[src/rtl/pwr_evt_pkg.sv]
package pwr_evt_pkg;

  typedef enum logic [1:0] {
    EDGE_ANY  = 2'd0,
    EDGE_FALL = 2'd1,
    EDGE_RISE = 2'd2
  } edge_mode_e;

  localparam int NUM_SRC   = 3;
  localparam int SRC_RTC   = 0;
  localparam int SRC_MGMT  = 1;
  localparam int SRC_PGOOD = 2;
  localparam int STATUS_W  = 8;

  localparam logic ADDR_EVT = 1'b0;
  localparam logic ADDR_IRQ = 1'b1;

  // Edge rule per source index
  function automatic edge_mode_e src_mode(input int idx);
    case (idx)
      SRC_RTC:  return EDGE_ANY;
      default:  return EDGE_FALL;
    endcase
  endfunction

endpackage

[src/rtl/pwr_evt_sync_edge.sv]
module pwr_evt_sync_edge #(
  parameter int                      SYNC_STAGES = 2,
  parameter pwr_evt_pkg::edge_mode_e MODE        = pwr_evt_pkg::EDGE_ANY
) (
  input  logic clk,
  input  logic rst_n,
  input  logic pin_i,
  output logic level_o,
  output logic event_o
);
  logic [SYNC_STAGES-1:0] chain_q;
  logic                   hist_q;
  logic                   rise;
  logic                   fall;

  // Synchronizer keeps running in reset so history tracks real levels
  always_ff @(posedge clk) begin
    chain_q <= {chain_q[SYNC_STAGES-2:0], pin_i};
    hist_q  <= chain_q[SYNC_STAGES-1];
  end

  assign level_o = chain_q[SYNC_STAGES-1];
  assign rise    = level_o & ~hist_q;
  assign fall    = ~level_o & hist_q;

  generate
    if (MODE == pwr_evt_pkg::EDGE_ANY) begin : g_any
      assign event_o = rst_n & (rise | fall);
    end else if (MODE == pwr_evt_pkg::EDGE_FALL) begin : g_fall
      assign event_o = rst_n & fall;
    end else begin : g_rise
      assign event_o = rst_n & rise;
    end
  endgenerate

endmodule

[src/rtl/pwr_evt_sticky.sv]
module pwr_evt_sticky (
  input  logic clk,
  input  logic rst_n,
  input  logic set_i,
  input  logic clr_i,
  output logic q_o
);
  // A set on the clearing edge wins
  always_ff @(posedge clk) begin
    if (!rst_n) q_o <= 1'b0;
    else        q_o <= set_i | (q_o & ~clr_i);
  end
endmodule

[src/rtl/pwr_evt_irq_agg.sv]
module pwr_evt_irq_agg #(
  parameter int NUM_SRC = 3
) (
  input  logic               clk,
  input  logic               rst_n,
  input  logic [NUM_SRC-1:0] evt_i,
  input  logic               rd_i,
  output logic               pend_o,
  output logic               irq_n_o
);
  logic any_evt;
  assign any_evt = |evt_i;

  // Release only on a read while every event latch is clear
  always_ff @(posedge clk) begin
    if (!rst_n) pend_o <= 1'b0;
    else        pend_o <= any_evt | (pend_o & ~rd_i);
  end

  assign irq_n_o = ~pend_o;
endmodule

[src/rtl/pwr_evt_ctrl.sv]
module pwr_evt_ctrl #(
  parameter int SYNC_STAGES = 2
) (
  input  logic       clk,
  input  logic       rst_n,
  input  logic       rtc_ctl_i,
  input  logic       mgmt_ctl_n_i,
  input  logic       pwr_good_i,
  input  logic       rd_en_i,
  input  logic       rd_addr_i,
  output logic       rd_valid_o,
  output logic [7:0] rd_data_o,
  output logic       irq_n_o
);
  import pwr_evt_pkg::*;

  localparam int PAD_W = STATUS_W - (2 * NUM_SRC) - 1;

  logic [NUM_SRC-1:0]  pin_vec;
  logic [NUM_SRC-1:0]  live_lvl;
  logic [NUM_SRC-1:0]  evt_pulse;
  logic [NUM_SRC-1:0]  evt_q;
  logic                clr_evt;
  logic                rd_irq;
  logic                irq_pend;
  logic [STATUS_W-1:0] word_evt;
  logic [STATUS_W-1:0] word_irq;

  assign pin_vec[SRC_RTC]   = rtc_ctl_i;
  assign pin_vec[SRC_MGMT]  = mgmt_ctl_n_i;
  assign pin_vec[SRC_PGOOD] = pwr_good_i;

  assign clr_evt = rd_en_i & (rd_addr_i == ADDR_EVT);
  assign rd_irq  = rd_en_i & (rd_addr_i == ADDR_IRQ);

  generate
    for (genvar g = 0; g < NUM_SRC; g++) begin : g_src
      pwr_evt_sync_edge #(
        .SYNC_STAGES (SYNC_STAGES),
        .MODE        (src_mode(g))
      ) u_edge (
        .clk     (clk),
        .rst_n   (rst_n),
        .pin_i   (pin_vec[g]),
        .level_o (live_lvl[g]),
        .event_o (evt_pulse[g])
      );

      pwr_evt_sticky u_latch (
        .clk   (clk),
        .rst_n (rst_n),
        .set_i (evt_pulse[g]),
        .clr_i (clr_evt),
        .q_o   (evt_q[g])
      );
    end
  endgenerate

  pwr_evt_irq_agg #(
    .NUM_SRC (NUM_SRC)
  ) u_irq (
    .clk     (clk),
    .rst_n   (rst_n),
    .evt_i   (evt_q),
    .rd_i    (rd_irq),
    .pend_o  (irq_pend),
    .irq_n_o (irq_n_o)
  );

  assign word_evt = {{PAD_W{1'b0}}, irq_pend, live_lvl, evt_q};
  assign word_irq = {{(STATUS_W-1){1'b0}}, irq_pend};

  // Registered read: pre-clear values, one cycle after the strobe
  always_ff @(posedge clk) begin
    if (!rst_n) begin
      rd_valid_o <= 1'b0;
      rd_data_o  <= '0;
    end else begin
      rd_valid_o <= rd_en_i;
      if (!rd_en_i)                    rd_data_o <= '0;
      else if (rd_addr_i == ADDR_EVT)  rd_data_o <= word_evt;
      else                             rd_data_o <= word_irq;
    end
  end

endmodule

[config.mk]
export PLATFORM = sky130hd
export DESIGN_NAME = pwr_evt_ctrl
export DESIGN_NICKNAME = d
export VERILOG_FILES = /design/src/rtl/pwr_evt_pkg.sv /design/src/rtl/pwr_evt_sync_edge.sv /design/src/rtl/pwr_evt_sticky.sv /design/src/rtl/pwr_evt_irq_agg.sv /design/src/rtl/pwr_evt_ctrl.sv
export SDC_FILE = /design/constraint.sdc
export NUM_CORES = 1
export LEC_CHECK = 0
export BUFFER_PORTS_ARGS = -buffer_cell sky130_fd_sc_hd__buf_2
export CAP_MARGIN = 20
export CORE_AREA = 3 3 40 42
export DETAILED_ROUTE_END_ITERATION = 6
export DIE_AREA = 0 0 43 45
export HOLD_SLACK_MARGIN = 0.15
export PLACE_DENSITY = 0.79
export SLEW_MARGIN = 20
export SYNTH_ARGS = -nofsm -noshare
export SYNTH_HDL_FRONTEND = slang
export SYNTH_SLANG_ARGS = --single-unit
[constraint.sdc]
create_clock -name clk -period 1.2 [get_ports clk]
set_input_delay 0.24 -clock clk [delete_from_list [all_inputs] [get_ports clk]]
set_output_delay 0.24 -clock clk [all_outputs]
set_load 0.05 [all_outputs]
# After elaboration in Yosys (flattened, before gate mapping)
# Index checks and enable logic that the tools add are counted.
# W data, S select, Z words.
# classes
mux	1
addsub	0
n_lt_le_gt_ge	0
n_reduce_logical	3
mul	0
shifts	0
bitwise	28
div	0
n_eq_ne	0
# op_table
cell	n
$and A1 B1 Y1	13
$not A1 Y1	10
$reduce_or A3 Y1	2
$or A1 B1 Y1	5
$reduce_and A2 Y1	1
$mux W1	1
# word_totals
regBits	22
mem_bits_ro	0
latch_bits	0
in_bits	7
n_memories	0
ram_bits	0

# Logic depth before layout (Yosys ltp)
# logic_depth
word_depth	5
depth_mapped	3

# By module
# From an unflattened synthesis, not the netlist that was laid out.
# unflattened
cells_unflattened	48
hier_area_um2	635.6
# modules_own_cells
mod	seq_area_each_um2	cells_each	area_each_um2	n_inst
pwr_evt_ctrl	160.2	22	257.7	1
pwr_evt_sync_edge (g_src[1].u_edge ...)	60.1	4	68.8	2
pwr_evt_sticky	20.0	3	41.3	3
pwr_evt_sync_edge (g_src[0].u_edge)	60.1	5	75.1	1
pwr_evt_irq_agg	20.0	4	41.3	1

# Least setup slack after synthesis
# No wires, ideal clock.
# synth_path
path_kind	register to register
from	register u_irq.pend_o
to	register u_irq.pend_o
period_less_slack_ns	1.124
arrival_time_ns	0.999
required_ns	1.075
setup_time_ns	0.125
path_stages_with_launch	4
path_buffers	0
path_slack_ns	0.076
path_cell_list	dfxtp_1 > inv_1 > a21oi_1 > o41a_1
# synth_via
elab_chain_cells	2
# synth_lines
item	line	source
start: declaration	pwr_evt_irq_agg.sv:8	output logic pend_o,
start signal: assignment	pwr_evt_irq_agg.sv:17	else pend_o <= any_evt | (pend_o & ~rd_i);
$and A1 B1 Y1	pwr_evt_irq_agg.sv:17	
$or A1 B1 Y1	pwr_evt_irq_agg.sv:17	
# No other way between the ends.
# A chain may end at the register's enable or synchronous reset.

# Worst setup path after layout
# layout_path
from	register u_irq.pend_o
to	output port irq_n_o
# layout_via
elab_chain_cells	1
# layout_lines
item	line	source
$not A1 Y1	pwr_evt_irq_agg.sv:20	assign irq_n_o = ~pend_o;
end: declaration	pwr_evt_ctrl.sv:13	output logic irq_n_o
# No other way between the ends.

==> results.tsv <==
metric	value	unit
max-cap viol count	0	
Final Hold Vio Count	0	
Synth Warn #	0	
Cell Area, Synth	577	µm²
CTS tree	done	
# IOs	17	
cells after synthesis	47	
worst slack, placed	0.318	ns
Final Util	56.5	%
sequential fraction of the synthesis area	72.9	%
Yosys cell types	15	
Crit. End Element	primary output	
total power	1.19	mW
largest net degree at the start of global routing	12	
vias per inst	4.41	
Initial DRC Count	3	
final period utilization	95.6	%
status	complete, no violations	
# DRC	0	
Setup CP Type	reg -> out	
antenna violations before repair	0	
Fin Setup TNS	0	ns
CTS root buf	clkbuf_4	
CP cell instances	inv_1 -> buf_6	
RSZ-0062 raised after global routing	no	
H-Tree Depth	1	
vias	366	
worst path required time	0.96	ns
Area growth syn-to-layout	25.8	%
share of post-route cells with drive strength above 1	27.9	%
area share of the largest cell type after synthesis	72.9	%
layout net count	76	
postcts setup bufs	0	
synthesized flop and latch total	21	
Max stage delay on crit path	0.34	ns
die area	1940	µm²
clock tree buffer depth	2	
WHS	0.175	ns
Top Usage Layer GRT	met2	
die span in x	43	µm
M3 GR Usage	7.97	%
Syn Area/Cell	12.3	µm²
core area	1280	µm²
Die Ht	45	µm
ANT cells	0	
most frequent cells in the layout	21 x dfxtp_1, 14 x buf_2, 5 x nor2b_1, 5 x and2_1, 4 x a21oi_1	
final WL	797	µm
Mapped Nets	54	
Slowest-stage cell, CP	dfxtp_1	
maximum net fanout on the critical path	3	
crit path DAT	0.91	ns
final worst slack	0.0529	ns
vias in the first global route	331	
Worst VDD drop	1.04	mV
count of standard-cell rows	13	
gr ovfl total	0	
post-route ant nets	0	
register clock-pin slew on the reported worst setup and hold paths	0.11	ns
met2 Usage GRT	15.6	%
Synth area leaders	dfxtp_1 73%, and2_1 5.4%, nor2b_1 5.4%	
Fmax achieved	872	MHz
first-pass GRT wire length	1.32	mm
M1 GR Usage	9.43	%
Port Buf Inserts	15	
R2R setup slack	0.31	ns
setup violators final	0	
Initial Util	44.9	%
Detail Placement HPWL	534	µm
gp weighted congestion	0.693	
final-report max-slew violation count	0	
Worst setup SP type	flip-flop	
PwrDens	1640	nW/µm²
gr usage total	10.0	%
clk sink count	21	
Worst-Skew Late Latency	0.30	ns
Static Leakage	0.340	nW
largest area contributor in the netlist	dfxtp_1	
Wirelength per Cell	9.60	µm
drt first pass iters	3	
CTS Buf Count	3	
crit path time final	1.15	ns
Hold Crit Class	in -> reg	
most common cell after layout, fill and taps aside	dfxtp_1	
Worst Clk Skew	0.0103	ns
-- through the flow --
stage | instance area, µm² | cells
2_1_floorplan | 577 | 47
3_3_place_gp | 663 | 76
3_5_place_dp | 663 | 76
4_1_cts | 722 | 83
5_1_grt | 726 | 83
6_report | 726 | 83
-- cells in the mapped netlist --
cell type   n
buf_4       1
inv_1       2
nor2_1      1
and2_1      5
nand2b_1    1
nor2b_1     5
xor2_1      1
dfxtp_1    21
conb_1      1
nor3_1      1
nand2_1     1
o41a_1      1
mux2i_1     1
a21oi_1     4
nor2_2      1
-- final cells by class --
cell class                      count  area, µm²
Fill cell                         114        559
Sequential cell                    21        420
Multi-Input combinational cell     23        141
Timing Repair Buffer               18        111
Clock buffer                        4       26.3
Tap cell                           15       18.8
Inverter                            2       7.51
-- repair_timing --
item	CTS	global route
resized for setup	1	1
hold endpoints to repair	3	0
endpoints found under the setup margin	1	1
hold buffers	3	0
pin swaps	0	0
-- state kept, by name, indices dropped and copies added, names as in the netlist --
| name | count |
|---|---|
| rd_data_o | 7 |
| g_src.u_edge.chain_q | 6 |
| g_src.u_edge.hist_q | 3 |
| g_src.u_latch.q_o | 3 |
| rd_valid_o | 1 |
| u_irq.pend_o | 1 |
-- logic make-up after synthesis --
logic type | share of synthesized area (%)
other | 0.650
buffers and inverters | 2.60
AND/OR/NAND/NOR | 15.2
AO/OA/AOI/OAI | 5.42
flip-flops | 72.9
multiplexers | 1.74
XOR/XNOR | 1.52
-- layer usage --
| layer | share of wire, % | vias to the layer above |
|---|---|---|
| met5 | 0 | - |
| met4 | 0 | 0 |
| met1 | 45 | 158 |
| met2 | 44 | 18 |
| met3 | 12 | 0 |
| li1 | - | 190 |
-- worst paths after layout --
check             depth (start not counted)                    endpoint                  startpoint
hold / removal                            2                rd_data_o[6]                   rd_addr_i
setup / recovery                          2                     irq_n_o                u_irq.pend_o
setup reg to reg                          3                u_irq.pend_o                u_irq.pend_o
hold reg to reg                           0  g_src[2].u_edge.chain_q[1]  g_src[2].u_edge.chain_q[0]
-- worst max-delay path, delay by kind of cell (launching register included) --
kind	cells	cell delay (ns)
DFF	1	0.34
buffers and inverters	2	0.27
-- power by group --
part           switching, mW  internal (mW)
clock network          0.193          0.130
registers             0.0148          0.732
logic                 0.0768         0.0440
Power figures use the tool's default switching activity.
